--- config.mk ---
export PLATFORM = sky130hd
export DESIGN_NAME = pmc_bank
export DESIGN_NICKNAME = d
export VERILOG_FILES = /design/src/rtl/pmc_pkg.sv /design/src/rtl/pmc_slice.sv /design/src/rtl/pmc_regif.sv /design/src/rtl/pmc_bank.sv
export SDC_FILE = /design/constraint.sdc
export NUM_CORES = 2
export LEC_CHECK = 0
export BUFFER_PORTS_ARGS = -buffer_cell sky130_fd_sc_hd__buf_4
export CORE_MARGIN = 3
export CORE_UTILIZATION = 65
export DETAILED_ROUTE_END_ITERATION = 10
export HOLD_SLACK_MARGIN = 0.08
export MAX_ROUTING_LAYER = met4
export PLACE_DENSITY = 0.93
export SETUP_SLACK_MARGIN = 0.1
export SLEW_MARGIN = 10
export SYNTH_ARGS = -nofsm -noshare
export SYNTH_HDL_FRONTEND = slang
export SYNTH_SLANG_ARGS = --single-unit
--- constraint.sdc ---
create_clock -name clk -period 6.9 [get_ports clk]
set_clock_uncertainty 0.2 [all_clocks]
set_input_delay 0.69 -clock clk [delete_from_list [all_inputs] [get_ports clk]]
set_output_delay 0.69 -clock clk [all_outputs]
set_load 0.05 [all_outputs]
--- src/rtl/pmc_pkg.sv ---
package pmc_pkg;
    localparam int CTR_N  = 8;
    localparam int CNT_W  = 32;
    localparam int HALF_W = CNT_W / 2;
    localparam int BUS_W  = 64;
    localparam int ADDR_W = 5;
    localparam int SEL_W  = $clog2(CTR_N);
    localparam int LOG_W  = SEL_W + 1;
    localparam logic [ADDR_W-1:0] CTRL_ADDR = '0;

    typedef logic [CNT_W-1:0]  cnt_t;
    typedef logic [HALF_W-1:0] half_t;

    typedef struct packed {
        logic                      enable;
        logic [CNT_W-2-CTR_N:0]    rsvd;
        logic [CTR_N-1:0]          split;
    } ctrl_t;

    // Next count value for one cycle of events.
    function automatic cnt_t next_count(cnt_t c, logic split, logic ev_lo, logic ev_hi);
        if (split)
            return {c[CNT_W-1:HALF_W] + half_t'(ev_hi), c[HALF_W-1:0] + half_t'(ev_lo)};
        return c + cnt_t'(ev_lo);
    endfunction

    // Replace one half of base with v, keeping the other half.
    function automatic cnt_t merge_half(cnt_t base, half_t v, logic upper);
        return upper ? {v, base[HALF_W-1:0]} : {base[CNT_W-1:HALF_W], v};
    endfunction

    // Logical view of a physical value.
    function automatic cnt_t pick_view(cnt_t v, logic split, logic upper);
        if (!split) return v;
        return upper ? cnt_t'(v[CNT_W-1:HALF_W]) : cnt_t'(v[HALF_W-1:0]);
    endfunction
endpackage

--- src/rtl/pmc_slice.sv ---
module pmc_slice
    import pmc_pkg::*;
(
    input  logic clk,
    input  logic rst,
    input  logic en,
    input  logic split,
    input  logic ev_lo,
    input  logic ev_hi,
    input  logic commit,
    input  logic ld,
    input  cnt_t ld_val,
    output cnt_t view,
    output cnt_t cnt_o,
    output logic pend_o
);
    cnt_t cnt_q, lat_q;
    logic pend_q;

    always_ff @(posedge clk) begin
        if (rst) begin
            cnt_q  <= '0;
            lat_q  <= '0;
            pend_q <= 1'b0;
        end else begin
            if (commit && pend_q)
                cnt_q <= lat_q;
            else if (en)
                cnt_q <= next_count(cnt_q, split, ev_lo, ev_hi);

            if (commit)
                pend_q <= 1'b0;
            else if (ld)
                pend_q <= 1'b1;

            if (ld)
                lat_q <= ld_val;
        end
    end

    assign view   = pend_q ? lat_q : cnt_q;
    assign cnt_o  = cnt_q;
    assign pend_o = pend_q;
endmodule

--- src/rtl/pmc_regif.sv ---
module pmc_regif
    import pmc_pkg::*;
(
    input  logic              wr_en,
    input  logic [ADDR_W-1:0] addr,
    input  logic [BUS_W-1:0]  wdata,
    input  ctrl_t             ctrl_q,
    input  cnt_t              views [CTR_N],
    output logic              ctrl_wr,
    output logic              commit,
    output logic [CTR_N-1:0]  ld,
    output cnt_t              ld_val,
    output logic [BUS_W-1:0]  rdata
);
    logic             is_ctr, upper, sp;
    logic [LOG_W-1:0] lnum;
    logic [SEL_W-1:0] phys;
    cnt_t             wval, base;

    assign is_ctr  = addr[ADDR_W-1];
    assign lnum    = addr[LOG_W-1:0];
    assign phys    = lnum[SEL_W-1:0];
    assign upper   = ~lnum[SEL_W];
    assign wval    = wdata[BUS_W-1 -: CNT_W];
    assign base    = views[phys];
    assign sp      = ctrl_q.split[phys];

    assign ctrl_wr = wr_en && (addr == CTRL_ADDR);
    assign commit  = ctrl_wr && wval[CNT_W-1];
    assign ld_val  = sp ? merge_half(base, wval[HALF_W-1:0], upper) : wval;

    for (genvar i = 0; i < CTR_N; i++) begin : g_ld
        assign ld[i] = wr_en && is_ctr && (phys == SEL_W'(i));
    end

    always_comb begin
        rdata = '0;
        if (addr == CTRL_ADDR)
            rdata = {ctrl_q, {(BUS_W-CNT_W){1'b0}}};
        else if (is_ctr)
            rdata = {pick_view(base, sp, upper), {(BUS_W-CNT_W){1'b0}}};
    end
endmodule

--- src/rtl/pmc_bank.sv ---
module pmc_bank
    import pmc_pkg::*;
(
    input  logic              clk,
    input  logic              rst,
    input  logic              wr_en,
    input  logic [ADDR_W-1:0] addr,
    input  logic [BUS_W-1:0]  wdata,
    output logic [BUS_W-1:0]  rdata,
    input  logic [CTR_N-1:0]  ev_lo,
    input  logic [CTR_N-1:0]  ev_hi
);
    ctrl_t                   ctrl_q;
    logic                    ctrl_wr, commit;
    logic [CTR_N-1:0]        ld, pend_q;
    cnt_t                    ld_val;
    cnt_t                    views [CTR_N];
    cnt_t                    cnt_q [CTR_N];
    logic [CTR_N*CNT_W-1:0]  cnt_flat;

    always_ff @(posedge clk) begin
        if (rst)          ctrl_q <= '0;
        else if (ctrl_wr) ctrl_q <= ctrl_t'(wdata[BUS_W-1 -: CNT_W]);
    end

    pmc_regif u_regif (
        .wr_en   (wr_en),
        .addr    (addr),
        .wdata   (wdata),
        .ctrl_q  (ctrl_q),
        .views   (views),
        .ctrl_wr (ctrl_wr),
        .commit  (commit),
        .ld      (ld),
        .ld_val  (ld_val),
        .rdata   (rdata)
    );

    for (genvar i = 0; i < CTR_N; i++) begin : g_ctr
        pmc_slice u_slice (
            .clk    (clk),
            .rst    (rst),
            .en     (ctrl_q.enable),
            .split  (ctrl_q.split[i]),
            .ev_lo  (ev_lo[i]),
            .ev_hi  (ev_hi[i]),
            .commit (commit),
            .ld     (ld[i]),
            .ld_val (ld_val),
            .view   (views[i]),
            .cnt_o  (cnt_q[i]),
            .pend_o (pend_q[i])
        );
        assign cnt_flat[i*CNT_W +: CNT_W] = cnt_q[i];
    end
endmodule

Word-level counts from Yosys, hierarchy flattened
Cells that the tools add are included.

storage, ports and cells
  register bits = 552
  latch bits = 0
  memory bits (writable) = 0
  bits in read-only memories = 0
  input port bits = 88
  output and inout bits = 64
  logic and storage cells = 178
  memories = 0

cells by class
  $add $sub $neg = 24
  $mul = 0
  div/mod/pow operators = 0
  order comparisons = 2
  equality and inequality tests = 7
  shift operators = 0
  multiplexer cells = 87
  bitwise logic cells = 1
  reduce and logical (&&, ||, !) cells = 30

operators with widths
  operator                                                                       number
  32-bit two-way mux                                                             46
  16-bit by 1-bit adder with 16-bit output                                       16
  32-bit by 1-bit adder with 32-bit output                                       8
  64-bit two-way mux                                                             2
  32-bit binary-select mux with 3-bit select                                     1
  1-bit two-way mux                                                              36
  1-bit logical AND                                                              19
  16-bit two-way mux                                                             1
  2-bit nonzero test                                                             8
  3-bit equality test (second input constant)                                    4
  3-bit by 2-bit equality test with 1-bit output (second input constant)         2
  5-bit logical NOT                                                              1
  4-bit >= comparator (second input constant)                                    1
  3-bit by 4-bit less-than comparator with 1-bit output (second input constant)  1
  3-bit inverter with 4-bit output                                               1
  1-bit binary-select mux with 3-bit select                                      1
  3-bit by 1-bit equality test with 1-bit output (second input constant)         1
  3-bit logical NOT                                                              1
  2-bit OR reduction                                                             1

Logic depth before layout (Yosys ltp)
  depth after elaboration = 9
  mapped depth = 10
  mapped depth without buffers = 8

Modules after synthesis
From an unflattened synthesis, not the netlist that was laid out.

second synthesis, totals
  cells, all modules = 3,765
  area total of the unflattened synthesis = 33,447.1 µm²

modules (own cells, without submodules)
  module     instances  cells each  area each (µm²)  seq. area each (µm²)
  pmc_slice  8          402         3,603.5          1,301.2
  pmc_regif  1          446         3,455.8          0.0
  pmc_bank   1          103         1,163.6          640.6

Least setup slack after synthesis
No wires, ideal clock.

  path kind = input -> output
  start = input addr[2]
  end = output rdata[52]
  arrival time = 2,593 ps
  data required time = 6,010 ps
  path slack = 3,417 ps
  stages on the path = 9
  path buffers = 4
  cell sequence = buf_4 -> mux2_1 -> o22a_1 -> buf_4 -> nand2_2 -> and2_1 -> clkbuf_1 -> buf_2 -> a22o_1

between the ends
  cells in the longest elaborated chain, start to end = 8
  elaborated cells between the ends (all ways) = 14
  those cells by class = 12 x mux; 1 x bitwise; 1 x reduce/logical

RTL lines
  item                                                                                                          line                              text
  start, declared                                                                                               pmc_bank.sv:7                     input logic [ADDR_W-1:0] addr,
  1-bit binary-select mux with 3-bit select / 3-bit inverter with 4-bit output (equally long branches)          pmc_regif.sv:26, pmc_regif.sv:25
  1-bit two-way mux (not written as such) / 32-bit binary-select mux with 3-bit select (equally long branches)  pmc_regif.sv:26, pmc_regif.sv:25
  1-bit two-way mux / 32-bit two-way mux (equally long branches)                                                pmc_pkg.sv:34, pmc_regif.sv:25
  1-bit two-way mux / 32-bit two-way mux (equally long branches)                                                pmc_regif.sv:40, pmc_regif.sv:25
  1-bit two-way mux / 32-bit two-way mux (equally long branches)                                                pmc_regif.sv:38, pmc_pkg.sv:34
  32-bit two-way mux                                                                                            pmc_pkg.sv:35                     return upper ? cnt_t'(v[CNT_W-1:HALF_W]) : cnt_t'(v[HALF_W-1:0]);
  64-bit two-way mux                                                                                            pmc_regif.sv:40                   else if (is_ctr)
  64-bit two-way mux (*)                                                                                        pmc_regif.sv:38                   if (addr == CTRL_ADDR)
  end, declared                                                                                                 pmc_bank.sv:9                     output logic [BUS_W-1:0] rdata,

Every way passes the cells marked *; elsewhere a longest branch is shown, timed or not. The select of a mux whose other input is x is not followed.

Worst setup path after layout
  start = input addr[1]
  end = output rdata[51]

Same word-level chain as after synthesis.

==> results_dict.tcl <==
set metrics [dict create \
    status "finished clean" \
    drcViolationCount 0 \
    worstSetupPathType "input pin to primary output" \
    cts_resized 0 \
    firstDrtPassIters 9 \
    syn_to_final_growth_pct 7.90 \
    fmax_mhz 201 \
    min_from "wdata[34]" \
    htreeDepth 2 \
    synth.area.top_cells "dfxtp_1 (36%), mux2i_1 (8.8%), a211oi_1 (7.2%), nand2_1 (6.2%), nor2_1 (4.9%)" \
    fin_crit_ns 4.97 \
    yosysMostFrequentCell "dfxtp_1" \
    grt_overflow_total 0 \
    hpwl_mm 69.5 \
    synth_top_cell_by_area "dfxtp_1" \
    syn_area_um2 30900 \
    power.density_nw_per_um2 219 \
    clockBufferDepth 3 \
    holdWs_ns 0.136 \
    ys_seq_area_frac 0.357 \
    cp-start-kind "input pin" \
    maxSlewHeadroom 0.110 \
    drive_above_1_share 0.0954 \
    numClockSinks 552 \
    synth_top_area_frac 0.357 \
    holdCritPathClass "input pin to register" \
    die_x_um 224 \
    grt_pass1_vias 27200 \
    hold_viol 0 \
    post_cts_buffers 0 \
    nets 3753 \
    io_pins 152 \
    ant_nets 0 \
    async_flop_share 0 \
    dieArea_um2 50200 \
    first_iter_violations 5176 \
    clk_pin_slew_ns 0.06 \
    fp.dieH_um 224 \
    arrival_ns 4.08 \
    ys_ff_latch 552 \
    gp_congestion 1.08 \
    clk_latency_ns 0.64 \
    r2r_start "g_ctr[5].u_slice.pend_o" \
    grt_max_degree 172 \
    cap_violations 0 \
    worstPathRequired_ns 6.01 \
    synthCells 3746 \
    num_vias 30100 \
    syn_avg_cell_area_um2 8.25 \
    n_fill_cell 3359 \
    cts_tree "done" \
    setup_viol 0 \
    synth.top_cells.by_count "dfxtp_1 (552), nand2_1 (507), nor2_1 (407)" \
    p_leak_nw 11.0 \
    clockRootBuffer "clkbuf_16" \
    wl_per_cell_um 24.6 \
    start_util 0.661 \
    setup_tns_ns 0 \
    portBuffers 87 \
    hold_buffers 0 \
    cp_max_fo 55 \
    via_per_inst 7.01 \
    yosysWarnings 0 \
    core_area_um2 46800 \
    ir_worst_vdd_mv 0.231 \
    endpoint_kind "primary output" \
    tightest_slew_ns 1.32 \
    antenna_found_initial 5 \
    drt-total-wl_mm 106 \
    grt_pass1_wl_mm 158 \
    fin_cells 4296 \
    critPathLaunch "addr[1]" \
    finalMaxSlewViolations 0 \
    rsz0062_at_grt "false" \
    track_usage 0.413 \
    numCtsBuffers 57 \
    placed_cells 4181 \
    fin_crit_sh 0.721 \
    synth_ff_type "dfxtp_1" \
    std_cell_rows 79 \
    synth_edf_count 0 \
    synth.distinct_cells 88 \
]
==> power breakdown <==
part           leakage (nW)  total, mW  switching [mW]  internal [mW]
clock                  1.02       3.41            1.37           2.05
sequential             4.46       3.25          0.0328           3.22
combinational          5.52      0.638           0.490          0.148
total                  11.0       7.30            1.89           5.41
==> state kept, by name (all words and copies together), names as in the netlist <==
name / flops
g_ctr.u_slice.cnt_o: 256
ctrl_q: 32
g_ctr.u_slice.pend_o: 8
g_ctr.u_slice.lat_q: 256
==> cell families (layout without fill, tap and decap cells) <==
group | Yosys count | count (layout) | synth area share
compound gates | 911 | 911 | 0.210
xor+xnor | 210 | 210 | 0.0595
fa+ha+maj | 32 | 32 | 0.0130
buf+inv | 357 | 261 | 0.0538
flops | 552 | 552 | 0.357
mux | 305 | 305 | 0.100
other cells | 1 | 40 | 0.000121
simple gates | 1378 | 1378 | 0.206
==> final cells by class <==
class	count	area [um^2]	area share
tap	607	759	0.0228
timing repair buffer	126	966	0.0290
clock inverter	24	358	0.0107
antenna	8	20.0	0.000600
clock buffer	83	1710	0.0512
multi-input combinational	2868	18400	0.551
inverter	28	105	0.00315
sequential	552	11100	0.332
==> routing by layer <==
layer  wire length [um]  global-route usage  vias to the layer above
met5                  0                   -                        -
met4               8780               0.272                        0
li1                   -                   -                    13200
met1              38100               0.506                    14100
met3              15200               0.137                      565
met2              43500               0.581                     2240
==> cell usage in the layout, fill, tap and decap left out, drive strengths merged, types with 72 or more instances in the layout <==
| cell | netlist | layout |
|---|---|---|
| o21ai | 73 | 73 |
| xnor2 | 119 | 119 |
| nand3 | 118 | 118 |
| a21oi | 255 | 255 |
| xor2 | 91 | 91 |
| dfxtp | 552 | 552 |
| clkbuf | 192 | 83 |
| buf | 137 | 126 |
| mux2i | 272 | 272 |
| o22ai | 72 | 72 |
| a211oi | 297 | 297 |
| nor2 | 408 | 408 |
| nand2 | 508 | 508 |
==> stage by stage <==
step | worst slack (ns) | util | total power, mW | area, um^2
final | 1.93 | 0.713 | 7.30 | 33400
after global placement | 2.16 | 0.669 | 3.91 | 31300
after detailed placement | 2.14 | 0.669 | 3.92 | 31300
after CTS | 2.14 | 0.713 | 7.24 | 33300
after floorplan | 3.42 | - | 3.70 | 31000
after global routing | 1.87 | 0.713 | 7.42 | 33300
==> worst max-delay path, cell delays in order <==
cell      delay (ns)
buf_4           0.50
nand2b_1        0.63
o22a_1          0.37
buf_4           0.21
nand2_2         0.31
and2_1          0.65
a22o_1          0.41
buf_4           0.26
==> path summary, 6_finish.rpt <==
check	endpoint	slack, ns	cells after the start
worst max-delay path	rdata[51]	1.93	8
worst min-delay path	ctrl_q[2]	0.14	3
worst max register to register	g_ctr[6].u_slice.lat_q[10]	2.96	7
worst min register to register	ctrl_q[20]	0.26	2
Power figures use the tool's default switching activity.
